==> config.mk <==
export PLATFORM = sky130hd
export DESIGN_NAME = ncl_ring
export DESIGN_NICKNAME = d
export VERILOG_FILES = /design/src/rtl/ncl_ring.sv
export SDC_FILE = /design/constraint.sdc
export NUM_CORES = 1
export LEC_CHECK = 0
export ABC_AREA = 1
export CELL_PAD_IN_SITES_DETAIL_PLACEMENT = 2
export CELL_PAD_IN_SITES_GLOBAL_PLACEMENT = 2
export CORE_ASPECT_RATIO = 1.75
export CORE_UTILIZATION = 26
export CTS_BUF_LIST = sky130_fd_sc_hd__clkbuf_4 sky130_fd_sc_hd__clkbuf_8
export DETAILED_ROUTE_END_ITERATION = 6
export PLACE_DENSITY_LB_ADDON = 0.1
export SLEW_MARGIN = 20
export SYNTH_ARGS = -nofsm -noshare
export SYNTH_HDL_FRONTEND = slang
export SYNTH_SLANG_ARGS = --single-unit
export TNS_END_PERCENT = 1
==> constraint.sdc <==
create_clock -name clk -period 3.4 [get_ports clk]
set_input_delay 0.68 -clock clk [delete_from_list [all_inputs] [get_ports clk]]
set_output_delay 0.68 -clock clk [all_outputs]
set_load 0.01 [all_outputs]
==> src/rtl/ncl_ring.sv <==
module ncl_ring #(
  parameter int S     = 5,
  parameter int TAG_W = 1,
  parameter int LAP_W = 8
) (
  input  logic                     clk,
  input  logic                     rst_n,
  input  logic                     load,
  input  logic [S*2*TAG_W-1:0]     load_rails,
  input  logic                     step,
  output logic [S*2*TAG_W-1:0]     stage_rails,
  output logic [$clog2(S+1)-1:0]   adv_count,
  output logic                     deadlock,
  output logic [LAP_W-1:0]         lap_count
);
  localparam int RW = 2 * TAG_W;
  localparam int CW = $clog2(S + 1);
  localparam logic [RW-1:0] TAG0 = {TAG_W{2'b01}};

  logic [RW-1:0] st [S];
  logic [S-1:0]  is_data;
  logic [S-1:0]  elig;
  logic [CW-1:0] cnt;
  logic [LAP_W-1:0] lap_q;

  for (genvar i = 0; i < S; i++) begin : g_stage
    localparam int P = (i + S - 1) % S;
    localparam int N = (i + 1) % S;
    localparam logic [RW-1:0] INIT = (i == 0) ? TAG0 : '0;

    assign is_data[i] = |st[i];
    assign elig[i]    = (is_data[i] != is_data[P]) && (is_data[N] != is_data[P]);
    assign stage_rails[i*RW +: RW] = st[i];

    always_ff @(posedge clk or negedge rst_n) begin
      if (!rst_n)              st[i] <= INIT;
      else if (load)           st[i] <= load_rails[i*RW +: RW];
      else if (step && elig[i]) st[i] <= st[P];
    end
  end

  always_comb begin
    cnt = '0;
    for (int k = 0; k < S; k++) cnt = cnt + CW'(elig[k]);
  end

  always_ff @(posedge clk or negedge rst_n) begin
    if (!rst_n)                                    lap_q <= '0;
    else if (load)                                 lap_q <= '0;
    else if (step && elig[0] && st[S-1] == TAG0)   lap_q <= lap_q + 1'b1;
  end

  assign adv_count = cnt;
  assign deadlock  = ~|elig;
  assign lap_count = lap_q;
endmodule

== After elaboration in Yosys (flattened, before gate mapping) ==
Index checks and enable logic that the tools add are counted.

* Bits in registers: 18
* Input port bits: 14
* Output and inout port bits: 22
* Logic and storage cells: 58

* Add/subtract/negate cells: 5
* Eq/ne operators: 11
* Mux-type cells: 12
* Reduce and logical (&&, ||, !) cells: 24

{| class="wikitable"
|+ Operator list
! operator !! count
|-
| $mux 2 || 10
|-
| $mux 8 || 2
|-
| $reduce_bool 2->1 || 6
|-
| $logic_and 1x1->1 || 11
|-
| $ne 1x1->1 || 10
|-
| $reduce_or 2->1 || 5
|-
| $add 8x1->8 const B || 1
|-
| $add 3x1->3 || 2
|-
| $reduce_or 5->1 || 1
|-
| $add 2x1->3 || 1
|-
| $add 1x1->2 || 1
|-
| $eq 2x1->1 const B || 1
|-
| $logic_not 1->1 || 1
|}

== Logic depth before layout (Yosys ltp) ==
* Depth after elaboration: 7
* Gate-level depth with buffers: 10

== Worst setup path before layout ==
Ideal clock, no wire load.

* Kind: reg-to-output
* From: register st (netlist bit stage_rails[7])
* To: output adv_count[1]
* Arrival: 2.179 ns
* Required time: 2.720 ns
* Path slack: 0.541 ns
* Stages on the path, launching flop included: 10
* Buffers on the path: 0
* Cells stage by stage: dfrtp_1 -> nor2_1 -> nand2_1 -> o21ai_1 -> and2_1 -> inv_2 -> fa_1 -> fa_1 -> inv_1 -> ha_1

* Longest elaborated chain between the ends: 6
* Elaborated cells between the ends (all ways): 11

{| class="wikitable"
|+ Ends and longest elaborated chain
! item !! line !! text
|-
| start: declaration || 20 || <nowiki>logic [RW-1:0] st [S];</nowiki>
|-
| start signal: indexed assignment || 37 || <nowiki>else if (load) st[i] <= load_rails[i*RW +: RW];</nowiki>
|-
| start signal: indexed assignment || 38 || <nowiki>else if (step && elig[i]) st[i] <= st[P];</nowiki>
|-
| $reduce_or 2->1 (*) || 31 || <nowiki>assign is_data[i] = |st[i];</nowiki>
|-
| $ne 1x1->1 || 32 || <nowiki>assign elig[i] = (is_data[i] != is_data[P]) && (is_data[N] != is_data[P]);</nowiki>
|-
| $logic_and 1x1->1 || 32 ||
|-
| $add 2x1->3 || 44 || <nowiki>for (int k = 0; k < S; k++) cnt = cnt + CW'(elig[k]);</nowiki>
|-
| $add 3x1->3 || 44 ||
|-
| $add 3x1->3 (*) || 44 ||
|-
| end: declaration || 12 || <nowiki>output logic [$clog2(S+1)-1:0] adv_count,</nowiki>
|}

Every way passes the cells marked *; elsewhere a longest branch is shown, timed or not.

== Worst setup path in the final report ==
* From: register st (netlist bit stage_rails[0])
* To: output adv_count[0]

* Longest elaborated chain between the ends: 7
* Elaborated cells between the ends (all ways): 12

{| class="wikitable"
|+ Ends and longest elaborated chain
! item !! line
|-
| $reduce_or 2->1 (*) || 31
|-
| $ne 1x1->1 || 32
|-
| $logic_and 1x1->1 || 32
|-
| $add 1x1->2 || 44
|-
| $add 2x1->3 || 44
|-
| $add 3x1->3 || 44
|-
| $add 3x1->3 (*) || 44
|}

Marked as above.

==> flow_metrics.py <==
metrics = {
    "place": {
        "gp_congestion": 0.768,
        "dp_hpwl_mm": 3.43,
        "place_inst": 282,
        "portBuffers": 35,
    },
    "global_routing": {
        "grt-ovfl-total": 0,
        "grt_use_total_pct": 19.4,
        "grt_max_degree": 27,
        "grt_pass1_vias": 1597,
        "antenna_found_initial": 0,
        "grt_pass1_wl_mm": 7.33,
    },
    "power": {
        "powerDensity_nw_per_um2": 573,
        "p_leak_uw": 0.000907,
        "vdd_drop_max_mv": 0.369,
        "totalPowerFinal_uw": 1040,
    },
    "die": {
        "initial_core_util_pct": 27.3,
        "dieArea_um2": 5240,
        "die_h_um": 95,
        "core_um2": 4710,
        "rows": 33,
        "ioPinCount": 36,
        "die_x_um": 55.1,
    },
    "clock_network": {
        "path_clk_slew_ps": 80,
        "cts_made_buffers": 3,
        "cts_sinks": 18,
        "clockBufferDepth": 2,
        "htree_levels": 1,
        "cts_root_buf": "clkbuf_8",
        "insertion_delay_ps": 260,
        "cts_tree": "yes",
    },
    "synth": {
        "synth-edff-count": 0,
        "yosysTopAreaCellShare_pct": 33.1,
        "syn_area_um2": 1280,
        "syn_inst": 195,
        "synth_cell_type_count": 22,
        "syn_avg_cell_area_um2": 6.59,
        "ys_seq_area_share_pct": 35.2,
        "yosys-top-cells-area": "dfrtp_1 (33%), nand2_1 (22%), nand3_1 (8.6%)",
        "synth-seq-cells": 18,
        "yosys_warnings": 0,
        "synth_top_cell_by_area": "dfrtp_1",
        "synthFlopType": "dfrtp_1",
        "synth.net_count": 214,
        "async_reset_ff_share_pct": 100,
    },
    "timing": {
        "hold_ws_ps": 551,
        "hold_viol": 0,
        "fin_crit_ps": 3240,
        "slew-limit-headroom_pct": 41.1,
        "rsz0062_at_grt": "false",
        "worstMarginPinSlew_ps": 881,
        "post-route-period-util_pct": 95.3,
        "slew_viol_final": 0,
        "finalSetupViolCount": 0,
        "clock.fmax_ghz": 0.309,
        "clock_skew_ps": 2.20,
    },
    "routing": {
        "dr.pass1.iters": 3,
        "drtIter0Drc": 27,
        "wl_per_cell_um": 14.8,
        "vias_per_cell": 5.03,
        "wl_mm": 4.28,
        "vias": 1454,
        "ant_nets": 0,
        "drt_drc_violations_left": 0,
    },
    "final_layout": {
        "nets": 257,
        "instances_no_fill": 289,
        "diodes": 0,
        "fillers": 589,
        "drive_gt1_share_pct": 16.0,
        "area_growth_pct": 41.5,
    },
    "critical_path": {
        "cp_max_fo": 5,
        "ff2ff_path_depth": 7,
        "end_kind": "output port",
        "cp.arrival_ps": 2560,
        "rr_startpoint": "stage_rails[0]",
        "cp.required_ps": 2720,
        "reg2reg_slack_ps": 1940,
        "critPathLaunchType": "flip-flop",
        "timing.rr.end": "lap_count[0]",
        "worstSetupPathType": "flip-flop to output port",
    },
    "hold_path": {
        "whs_path_depth": 2,
        "hp-class": "flip-flop to flip-flop",
        "hold-path-endpoint": "stage_rails[0]",
        "hp-start": "stage_rails[0]",
    },
    "run": {
        "cap_violations": 0,
    },
    "outcome": {
        "outcome": "finished, final reports clean",
    },
}
==> per-layer routing <==
layer / vias up / part of all wire (%) / routed length (µm) / global-route usage [%]
li1: 695 / - / - / -
met1: 731 / 36 / 1540 / 18.9
met2: 23 / 60 / 2580 / 39.0
met3: 5 / 2.7 / 117 / 2.58
met4: 0 / 1.2 / 51 / 5.00
met5: - / 0 / 0 / 0
==> placed cells by master, fill, tap and decap left out <==
| cell | count |
|---|---|
| nor2_4 | 2 |
| fa_1 | 1 |
| clkbuf_2 | 1 |
| and2_4 | 1 |
| ha_1 | 3 |
| nand2_4 | 1 |
| o21ai_0 | 9 |
| inv_2 | 7 |
| nor3_1 | 1 |
| buf_4 | 8 |
| nand4_4 | 1 |
| dlygate4sd2_1 | 2 |
| dfstp_2 | 1 |
| clkdlybuf4s50_1 | 32 |
| clkbuf_8 | 4 |
| o21ai_2 | 2 |
| nor2_2 | 1 |
| inv_1 | 17 |
| nor2_1 | 17 |
| dfrtp_2 | 1 |
| nand2_2 | 7 |
| o21ai_1 | 2 |
| a21oi_1 | 2 |
| xor2_1 | 1 |
| nand3_1 | 22 |
| nand4_1 | 4 |
| dfrtp_1 | 16 |
| fa_2 | 1 |
| nand2_1 | 70 |
==> how the worst max path moves through the flow <==
stage,cells past startpoint,from,endpoint,slack (ps)
finish,7,stage_rails[0],adv_count[0],160
global route,9,stage_rails[4],adv_count[0],0.4
CTS,10,stage_rails[6],adv_count[1],20
detailed placement,10,stage_rails[7],adv_count[1],-40
global placement,10,stage_rails[7],adv_count[1],130
floorplan,9,stage_rails[7],adv_count[1],540
==> flip-flops by register name (all words and copies together) (netlist names) <==
signal,cells
lap_count,8
stage_rails,10
==> stage by stage <==
stage | TNS (ps) | util [%] | area [µm²] | setup WS (ps)
floorplan | 0 | - | 1280 | 541
global placement | 0 | 36.4 | 1710 | 133
detailed placement | -35.3 | 36.4 | 1710 | -35.3
CTS | 0 | 38.5 | 1810 | 17.3
global route | 0 | 38.6 | 1820 | 0.356
finish | 0 | 38.6 | 1820 | 161
==> timing repair <==
action,in CTS,in global routing
pin swaps,3,2
resized for setup,14,4
endpoints found under the setup margin,3,2
setup buffers,3,0
hold buffers,0,0
==> where the power goes <==
group / internal, µW / switching (µW)
Clock: 103 / 80.1
Combinational: 261 / 312
Sequential: 248 / 38.0
Total: 612 / 430
==> layout make-up <==
type | instances | area (µm²) | area share, %
Inverter | 24 | 90.1 | 4.96
Timing Repair Buffer | 43 | 403 | 22.2
Clock buffer | 4 | 55.1 | 3.03
Tap cell | 52 | 65.1 | 3.58
Sequential cell | 18 | 453 | 24.9
Multi-Input combinational cell | 148 | 752 | 41.4
==> cells in the mapped netlist (2+ instances only) <==
cell / n
nand2_1: 74
nand3_1: 22
nor2_1: 19
inv_1: 18
dfrtp_1: 17
o21ai_0: 9
inv_2: 6
buf_2: 4
nand4_1: 4
o21ai_1: 4
ha_1: 3
nand2_2: 3
a21oi_1: 2
fa_1: 2
==> worst max-delay path, cell delays in order, from the launching register on <==
cell and delay (ps):
dfstp_2 570, nor2_4 60, o21ai_2 150, nand2_1 110, fa_1 520, fa_2 570, inv_1 40, dlygate4sd2_1 270
==> logic make-up after synthesis <==
kind of cell	after synthesis	synth area share (%)
compound gates	15	5.84
xor+xnor	1	0.682
fa+ha+maj	5	6.04
buf+inv	29	8.86
flops	18	35.2
simple gates	127	43.4
No activity file was read; power rests on OpenSTA's default activity.
